## src/rtl/ee_twi_pkg.sv

```systemverilog
package ee_twi_pkg;
  typedef enum logic [3:0] {
    ST_IDLE,
    ST_SEL,
    ST_SEL_ACK,
    ST_WADR,
    ST_WADR_ACK,
    ST_WDAT,
    ST_WDAT_ACK,
    ST_RDAT,
    ST_RDAT_ACK
  } ee_state_t;
endpackage

```

## src/rtl/ee_twi_linemon.sv

```systemverilog
module ee_twi_linemon (
  input  logic clk,
  input  logic rst_n,
  input  logic scl_in,
  input  logic sda_in,
  output logic scl_s,
  output logic sda_s,
  output logic scl_rise,
  output logic scl_fall,
  output logic bus_start,
  output logic bus_stop
);
  logic [1:0] scl_sync, sda_sync;
  logic       scl_prev, sda_prev;

  always_ff @(posedge clk or negedge rst_n) begin
    if (!rst_n) begin
      scl_sync <= 2'b11;
      sda_sync <= 2'b11;
      scl_prev <= 1'b1;
      sda_prev <= 1'b1;
    end else begin
      scl_sync <= {scl_sync[0], scl_in};
      sda_sync <= {sda_sync[0], sda_in};
      scl_prev <= scl_sync[1];
      sda_prev <= sda_sync[1];
    end
  end

  assign scl_s     = scl_sync[1];
  assign sda_s     = sda_sync[1];
  assign scl_rise  = scl_s & ~scl_prev;
  assign scl_fall  = ~scl_s & scl_prev;
  assign bus_start = scl_s & scl_prev & sda_prev & ~sda_s;
  assign bus_stop  = scl_s & scl_prev & ~sda_prev & sda_s;
endmodule

```

## src/rtl/ee_twi_store.sv

```systemverilog
module ee_twi_store #(
  parameter int ADDR_W = 8,
  parameter int PAGE_W = 3
) (
  input  logic              clk,
  input  logic              rst_n,
  input  logic              buf_clr,
  input  logic              buf_we,
  input  logic [PAGE_W-1:0] buf_idx,
  input  logic [7:0]        buf_din,
  input  logic              commit,
  input  logic [ADDR_W-PAGE_W-1:0] row,
  input  logic [ADDR_W-1:0] rd_addr,
  output logic [7:0]        rd_data
);
  localparam int DEPTH = 1 << ADDR_W;
  localparam int PSIZE = 1 << PAGE_W;

  logic [7:0]       mem  [DEPTH];
  logic [7:0]       pbuf [PSIZE];
  logic [PSIZE-1:0] pval;

  always_ff @(posedge clk or negedge rst_n) begin
    if (!rst_n) begin
      for (int i = 0; i < DEPTH; i++) mem[i] <= 8'h00;
      for (int i = 0; i < PSIZE; i++) pbuf[i] <= 8'h00;
      pval <= '0;
    end else begin
      if (commit) begin
        for (int i = 0; i < PSIZE; i++)
          if (pval[i]) mem[{row, PAGE_W'(i)}] <= pbuf[i];
        pval <= '0;
      end else if (buf_clr) begin
        pval <= '0;
      end else if (buf_we) begin
        pbuf[buf_idx] <= buf_din;
        pval[buf_idx] <= 1'b1;
      end
    end
  end

  assign rd_data = mem[rd_addr];

  p_commit_quiet_r3: assert property (@(posedge clk) disable iff (!rst_n)
    commit |-> !buf_we);
endmodule

```

## src/rtl/ee_twi_target.sv

```systemverilog
module ee_twi_target #(
  parameter int PAGE_SEL_BITS = 0,
  parameter int PROG_CYCLES   = 250000
) (
  input  logic       clk,
  input  logic       rst_n,
  input  logic       scl_in,
  input  logic       sda_in,
  input  logic [2:0] strap,
  output logic       sda_oe
);
  import ee_twi_pkg::*;

  localparam int ADDR_W = 8 + PAGE_SEL_BITS;
  localparam int PAGE_W = (PAGE_SEL_BITS == 0) ? 3 : 4;
  localparam int CNT_W  = $clog2(PROG_CYCLES + 1);
  localparam logic [CNT_W-1:0] CNT_LAST = CNT_W'(PROG_CYCLES - 1);

  logic scl_s, sda_s, scl_rise, scl_fall, bus_start, bus_stop;

  ee_state_t         st_q, st_d;
  logic [3:0]        bit_q, bit_d;
  logic [7:0]        sh_q, sh_d, tx_q, tx_d;
  logic [3:0]        sel_q, sel_d;
  logic [ADDR_W-1:0] adr_q, adr_d;
  logic              oe_q, oe_d, more_q, more_d, pend_q, pend_d, busy_q, busy_d;
  logic [CNT_W-1:0]  wcnt_q, wcnt_d;
  logic              buf_clr, buf_we, commit, sel_match;
  logic [7:0]        rd_data;

  ee_twi_linemon u_mon (
    .clk(clk), .rst_n(rst_n), .scl_in(scl_in), .sda_in(sda_in),
    .scl_s(scl_s), .sda_s(sda_s), .scl_rise(scl_rise), .scl_fall(scl_fall),
    .bus_start(bus_start), .bus_stop(bus_stop)
  );

  ee_twi_store #(.ADDR_W(ADDR_W), .PAGE_W(PAGE_W)) u_store (
    .clk(clk), .rst_n(rst_n), .buf_clr(buf_clr), .buf_we(buf_we),
    .buf_idx(adr_q[PAGE_W-1:0]), .buf_din(sh_q), .commit(commit),
    .row(adr_q[ADDR_W-1:PAGE_W]), .rd_addr(adr_q), .rd_data(rd_data)
  );

  always_comb begin
    sel_match = (sh_q[7:4] == 4'b1010);
    for (int i = 0; i < 3; i++)
      if (i >= PAGE_SEL_BITS && sh_q[1+i] != strap[i]) sel_match = 1'b0;
  end

  assign commit = busy_q && (wcnt_q == CNT_LAST);

  always_comb begin
    st_d = st_q;   bit_d = bit_q;  sh_d = sh_q;     tx_d = tx_q;
    sel_d = sel_q; adr_d = adr_q;  oe_d = oe_q;     more_d = more_q;
    pend_d = pend_q; busy_d = busy_q; wcnt_d = wcnt_q;
    buf_clr = 1'b0; buf_we = 1'b0;
    if (busy_q) begin
      wcnt_d = commit ? '0 : wcnt_q + 1'b1;
      busy_d = !commit;
      st_d   = ST_IDLE;
      oe_d   = 1'b0;
    end else if (bus_start) begin
      st_d = ST_SEL; bit_d = '0; oe_d = 1'b0; pend_d = 1'b0; buf_clr = 1'b1;
    end else if (bus_stop) begin
      st_d = ST_IDLE; oe_d = 1'b0; pend_d = 1'b0;
      if (st_q == ST_WDAT && bit_q <= 4'd1 && pend_q) begin
        busy_d = 1'b1;
        wcnt_d = '0;
      end
    end else begin
      if (scl_rise && (st_q == ST_SEL || st_q == ST_WADR || st_q == ST_WDAT)) begin
        sh_d  = {sh_q[6:0], sda_s};
        bit_d = bit_q + 1'b1;
      end
      if (scl_rise && st_q == ST_RDAT_ACK) more_d = ~sda_s;
      if (scl_fall) begin
        unique case (st_q)
          ST_SEL: if (bit_q == 4'd8) begin
            bit_d = '0;
            if (sel_match) begin
              sel_d = sh_q[3:0]; oe_d = 1'b1; st_d = ST_SEL_ACK;
            end else st_d = ST_IDLE;
          end
          ST_SEL_ACK, ST_RDAT_ACK: begin
            if ((st_q == ST_SEL_ACK && sel_q[0]) || (st_q == ST_RDAT_ACK && more_q)) begin
              tx_d = {rd_data[6:0], 1'b0}; oe_d = ~rd_data[7];
              bit_d = 4'd1; st_d = ST_RDAT;
            end else if (st_q == ST_SEL_ACK) begin
              oe_d = 1'b0; st_d = ST_WADR;
            end else st_d = ST_IDLE;
          end
          ST_WADR: if (bit_q == 4'd8) begin
            adr_d = ADDR_W'({sel_q[3:1], sh_q});
            oe_d = 1'b1; bit_d = '0; st_d = ST_WADR_ACK;
          end
          ST_WDAT: if (bit_q == 4'd8) begin
            buf_we = 1'b1; pend_d = 1'b1;
            adr_d  = {adr_q[ADDR_W-1:PAGE_W], adr_q[PAGE_W-1:0] + 1'b1};
            oe_d = 1'b1; bit_d = '0; st_d = ST_WDAT_ACK;
          end
          ST_WADR_ACK, ST_WDAT_ACK: begin
            oe_d = 1'b0; st_d = ST_WDAT;
          end
          ST_RDAT: if (bit_q == 4'd8) begin
            oe_d = 1'b0; adr_d = adr_q + 1'b1; bit_d = '0; st_d = ST_RDAT_ACK;
          end else begin
            oe_d = ~tx_q[7]; tx_d = {tx_q[6:0], 1'b0}; bit_d = bit_q + 1'b1;
          end
          default: ;
        endcase
      end
    end
  end

  always_ff @(posedge clk or negedge rst_n) begin
    if (!rst_n) begin
      st_q <= ST_IDLE; bit_q <= '0; sh_q <= '0; tx_q <= '0; sel_q <= '0;
      adr_q <= '0; oe_q <= 1'b0; more_q <= 1'b0; pend_q <= 1'b0;
      busy_q <= 1'b0; wcnt_q <= '0;
    end else begin
      st_q <= st_d; bit_q <= bit_d; sh_q <= sh_d; tx_q <= tx_d; sel_q <= sel_d;
      adr_q <= adr_d; oe_q <= oe_d; more_q <= more_d; pend_q <= pend_d;
      busy_q <= busy_d; wcnt_q <= wcnt_d;
    end
  end

  assign sda_oe = oe_q;

  p_drive_scl_low_r10: assert property (@(posedge clk) disable iff (!rst_n)
    $rose(oe_q) |-> !scl_s);
  p_release_mack_r10: assert property (@(posedge clk) disable iff (!rst_n)
    (st_q == ST_RDAT_ACK) |-> !oe_q);
  p_quiet_prog_r5: assert property (@(posedge clk) disable iff (!rst_n)
    busy_q |-> (!oe_q && st_q == ST_IDLE));
  p_prog_bound_r3: assert property (@(posedge clk) disable iff (!rst_n)
    wcnt_q <= CNT_LAST);
  p_sel_strap_r1: assert property (@(posedge clk) disable iff (!rst_n)
    (st_q == ST_SEL_ACK && PAGE_SEL_BITS == 0) |-> (sel_q[3:1] == strap));
endmodule

```

## config.mk

```make
export PLATFORM = sky130hd
export DESIGN_NAME = ee_twi_target
export DESIGN_NICKNAME = d
export VERILOG_FILES = /design/src/rtl/ee_twi_pkg.sv /design/src/rtl/ee_twi_linemon.sv /design/src/rtl/ee_twi_store.sv /design/src/rtl/ee_twi_target.sv
export SDC_FILE = /design/constraint.sdc
export NUM_CORES = 2
export LEC_CHECK = 0
export BUFFER_PORTS_ARGS = -buffer_cell sky130_fd_sc_hd__buf_4
export CAP_MARGIN = 0
export CORE_MARGIN = 5
export CORE_UTILIZATION = 64
export CTS_BUF_LIST = sky130_fd_sc_hd__clkbuf_4 sky130_fd_sc_hd__clkbuf_8 sky130_fd_sc_hd__clkbuf_16
export CTS_CLUSTER_SIZE = 24
export DETAILED_ROUTE_END_ITERATION = 10
export PLACE_DENSITY_LB_ADDON = 0.12
export SLEW_MARGIN = 15
export SYNTH_ARGS = -nofsm -noshare
export SYNTH_HDL_FRONTEND = slang
export SYNTH_HIERARCHICAL = 1
export SYNTH_SLANG_ARGS = --single-unit
export TNS_END_PERCENT = 5
```

## constraint.sdc

```tcl
create_clock -name clk -period 3.52 [get_ports clk]
set_input_delay 0.704 -clock clk [delete_from_list [all_inputs] [get_ports clk]]
set_output_delay 0.704 -clock clk [all_outputs]
set_load 0.01 [all_outputs]
```

==> metrics <==
H-tree levels=4; Critical R2R Launch=adr_q[0]; r2r endpoint=sda_oe; post-synthesis sequential area ratio=55.0%; crit path time final=3570 ps; TritonCTS Sinks=2,180; final cell count without fillers=9,098; slew margin rel.=13.1%; flop2flop setup slack=-50 ps; Hold Slack=363 ps; DRT Pass-1 Iters=7; Mean Syn Cell Area=15.3 sq um; Die Area=163,000 sq um; worst hold stages=0; Cells after DPL=a little under 9,000; setup repair after global routing missed its margin=true; ys flop type=dfrtp_1; FP Rows=144; CP max FO=14; failing checks=negative setup slack; via count=65,700; top cells by area, synth=dfrtp_1 55%, mux2_2 24%, mux4_2 11%, mux2i_1 1.7%, clkbuf_1 1.2%; die height=404 microns; most common cell in the synthesized netlist=dfrtp_1; area growth from synthesis to layout=13.9%; number of port buffers=7; clock buffer depth=3; DR WL/cell=between 30 and 40 microns; later-pin clock latency in the skew report=~860 ps; final RePlAce weighted congestion=~0.97; Netlist Area Pre-Place=99,200 sq um; Peak VDD IR=0.484 mV; Syn Nets=6,509; Final Max Slew Viols=0; final worst setup slack=-46.2 ps; CP endpoint kind=register; number of library cell types mapped by synthesis=between 70 and 80; Synth top cells by count=2,174 x dfrtp_1, 2,135 x mux2_2, 477 x mux4_2; worst hold endpoint=u_mon/sda_sync[1]; Yosys top cell by area=dfrtp_1; DRT iter0 DRCs=9,240; Fin. Hold Viols=0; P_leak=0.0535 uW; first-pass GRT wire length=486,000 microns; Arr. time, crit path=4310 ps; vias per inst=7.22; CTS tree=done; worst r2r path cells=11; synth warn=6; crit path kind=reg -> reg; Hold Path Class=reg -> reg; final setup violation count=3; largest net degree at the start of global routing=137; Setup TNS=-77.8 ps; top-area cell type share of the netlist area=54.8%; Req. time, crit path=between 4000 and 5000 ps; Post-synth ARST share=100%; final wirelength=337,000 microns; Pwr per Cell Area=452 nW/um^2; Tcrit/Tclk final=101%; GRT overflow=0; TritonCTS Buffers=216; pin slew with the least headroom to its limit=1300 ps; Finished Core Util=73.3%; Die W=404 microns; IO Pins=8; status=complete, but fails checks; vias in the first global route=67,400; gr usage total=41.6%; clk slew on worst S/H paths=70 ps; # DRC=0; Final HPWL DP=213,000 microns; DRT antenna net count=0; HP Start=u_mon/sda_sync[0]; Max Freq=0.280 GHz; Root Buffer=clkbuf_16; # nets final=about 6,900; startpoint types=register; Final Skew=41.7 ps; Max Cap Viol=0; Yosys reg bits=2,180; Initial Util=~64%; Post-synth EDFFs=0; initial antenna violation count=between 50 and 60; Syn Inst Count=6,497; proportion of layout cells with a drive suffix above 1=52.7%; CORE AREA=154,000 sq um
registers in the layout (all words and copies together) (netlist names):
register        count
adr_q               8
bit_q               4
busy_q              1
more_q              1
pend_q              1
sda_oe              1
sel_q               1
sh_q                8
st_q                4
tx_q                7
u_mon/scl_prev      1
u_mon/scl_sync      2
u_mon/sda_prev      1
u_mon/sda_sync      2
u_store/mem      2048
u_store/pbuf       64
u_store/pval        8
wcnt_q             18
per-stage QoR:
| stage | cell area, sq um | worst slack [ps] | power, uW |
|---|---|---|---|
| floorplan | 99200 | 421 | 26200 |
| global placement | 105000 | -627 | 27100 |
| detailed placement | 105000 | -616 | 27100 |
| CTS | 113000 | -132 | 51100 |
| global route | 113000 | -57.8 | 52300 |
| finish | 113000 | -46.2 | 51000 |
power breakdown:
group	switching (uW)	internal [uW]
Combinational	899	372
Sequential	258	25100
Clock	10100	14200
worst max path at each step:
stage	startpoint	endpoint	slack, ps	cells after the start
floorplan	wcnt_q[5]	u_store/mem[1776]	420	9
global placement	adr_q[2]	sda_oe	-630	13
detailed placement	adr_q[0]	sda_oe	-620	15
CTS	adr_q[0]	sda_oe	-130	13
global route	adr_q[0]	sda_oe	-60	14
finish	adr_q[0]	sda_oe	-50	11
timing repair:
item,4_1_cts,5_1_grt
pin swaps,0,3
cloned,0,3
setup buffers,0,1
resized for setup,12,31
endpoints found under the setup margin,6,8
hold buffers,3,0
endpoints found under the hold margin,38,0
worst max-delay path, cell delays in order, from the launching register on:
cell       delay, ps
dfrtp_4          510
buf_4            220
clkbuf_16        260
mux4_2           510
mux4_2           560
a22oi_2          360
o221a_2          340
a211oi_1          80
buf_4            190
inv_1             80
a31oi_1           70
a311oi_1         280
logic make-up (layout without fill, tap and decap cells):
| kind of cell | after synthesis | in the layout | synth area share [%] |
|---|---|---|---|
| adders and majority gates | 5 | 5 | 0.0631 |
| AOI/OAI and AO/OA | 429 | 429 | 2.99 |
| and+or+nand+nor | 633 | 633 | 2.89 |
| other | 0 | 20 | 0 |
| DFF | 2180 | 2180 | 55.0 |
| buffers and inverters | 462 | 999 | 2.20 |
| muxes | 2781 | 2781 | 36.8 |
| xor gates and xnor gates | 7 | 7 | 0.0618 |
placed cells by master (no fill, tap or decap), types with 8 or more instances in the layout:
cell / count
nor3_1: 24
a211oi_1: 14
nand2_1: 214
bufinv_16: 17
nor2b_1: 16
dfrtp_4: 9
clkbuf_4: 45
clkinv_2: 45
dfrtp_2: 61
mux2i_1: 168
clkbuf_16: 222
mux4_2: 477
and2_1: 13
clkbuf_8: 56
and3_1: 19
a21oi_1: 86
o221ai_1: 57
o21ai_0: 49
nor2_1: 239
inv_1: 21
o2bb2ai_1: 8
mux2_2: 2135
diode_2: 20
a221oi_1: 16
o22ai_1: 39
buf_4: 492
and3b_1: 10
a2111oi_0: 9
a31oi_1: 10
dfrtp_1: 2104
nand2b_1: 13
a22oi_1: 57
nand3_1: 24
buf_12: 72
a22o_1: 18
routing by layer:
| layer | share of wire [%] | wire [microns] | vias up | track usage (%) |
|---|---|---|---|---|
| met1 | 37 | 125000 | 35000 | 57.8 |
| met3 | 14 | 45700 | 1121 | 14.1 |
| met4 | 6.3 | 21300 | 6 | 21.3 |
| met2 | 43 | 145000 | 4534 | 59.0 |
| li1 | - | - | 25100 | - |
| met5 | 0.012 | 39 | - | 0 |
layout make-up:
cell class	instances	area, sq um
clock buffers	320	6590
fillers	9702	41100
well taps	2044	2560
repair buffers	579	5420
multi-input cells	3855	42600
flip-flops and latches	2180	54700
clock inverters	77	966
diodes	20	50.0
inverters	23	86.3
Note: power is estimated with default switching activity, not from simulation.
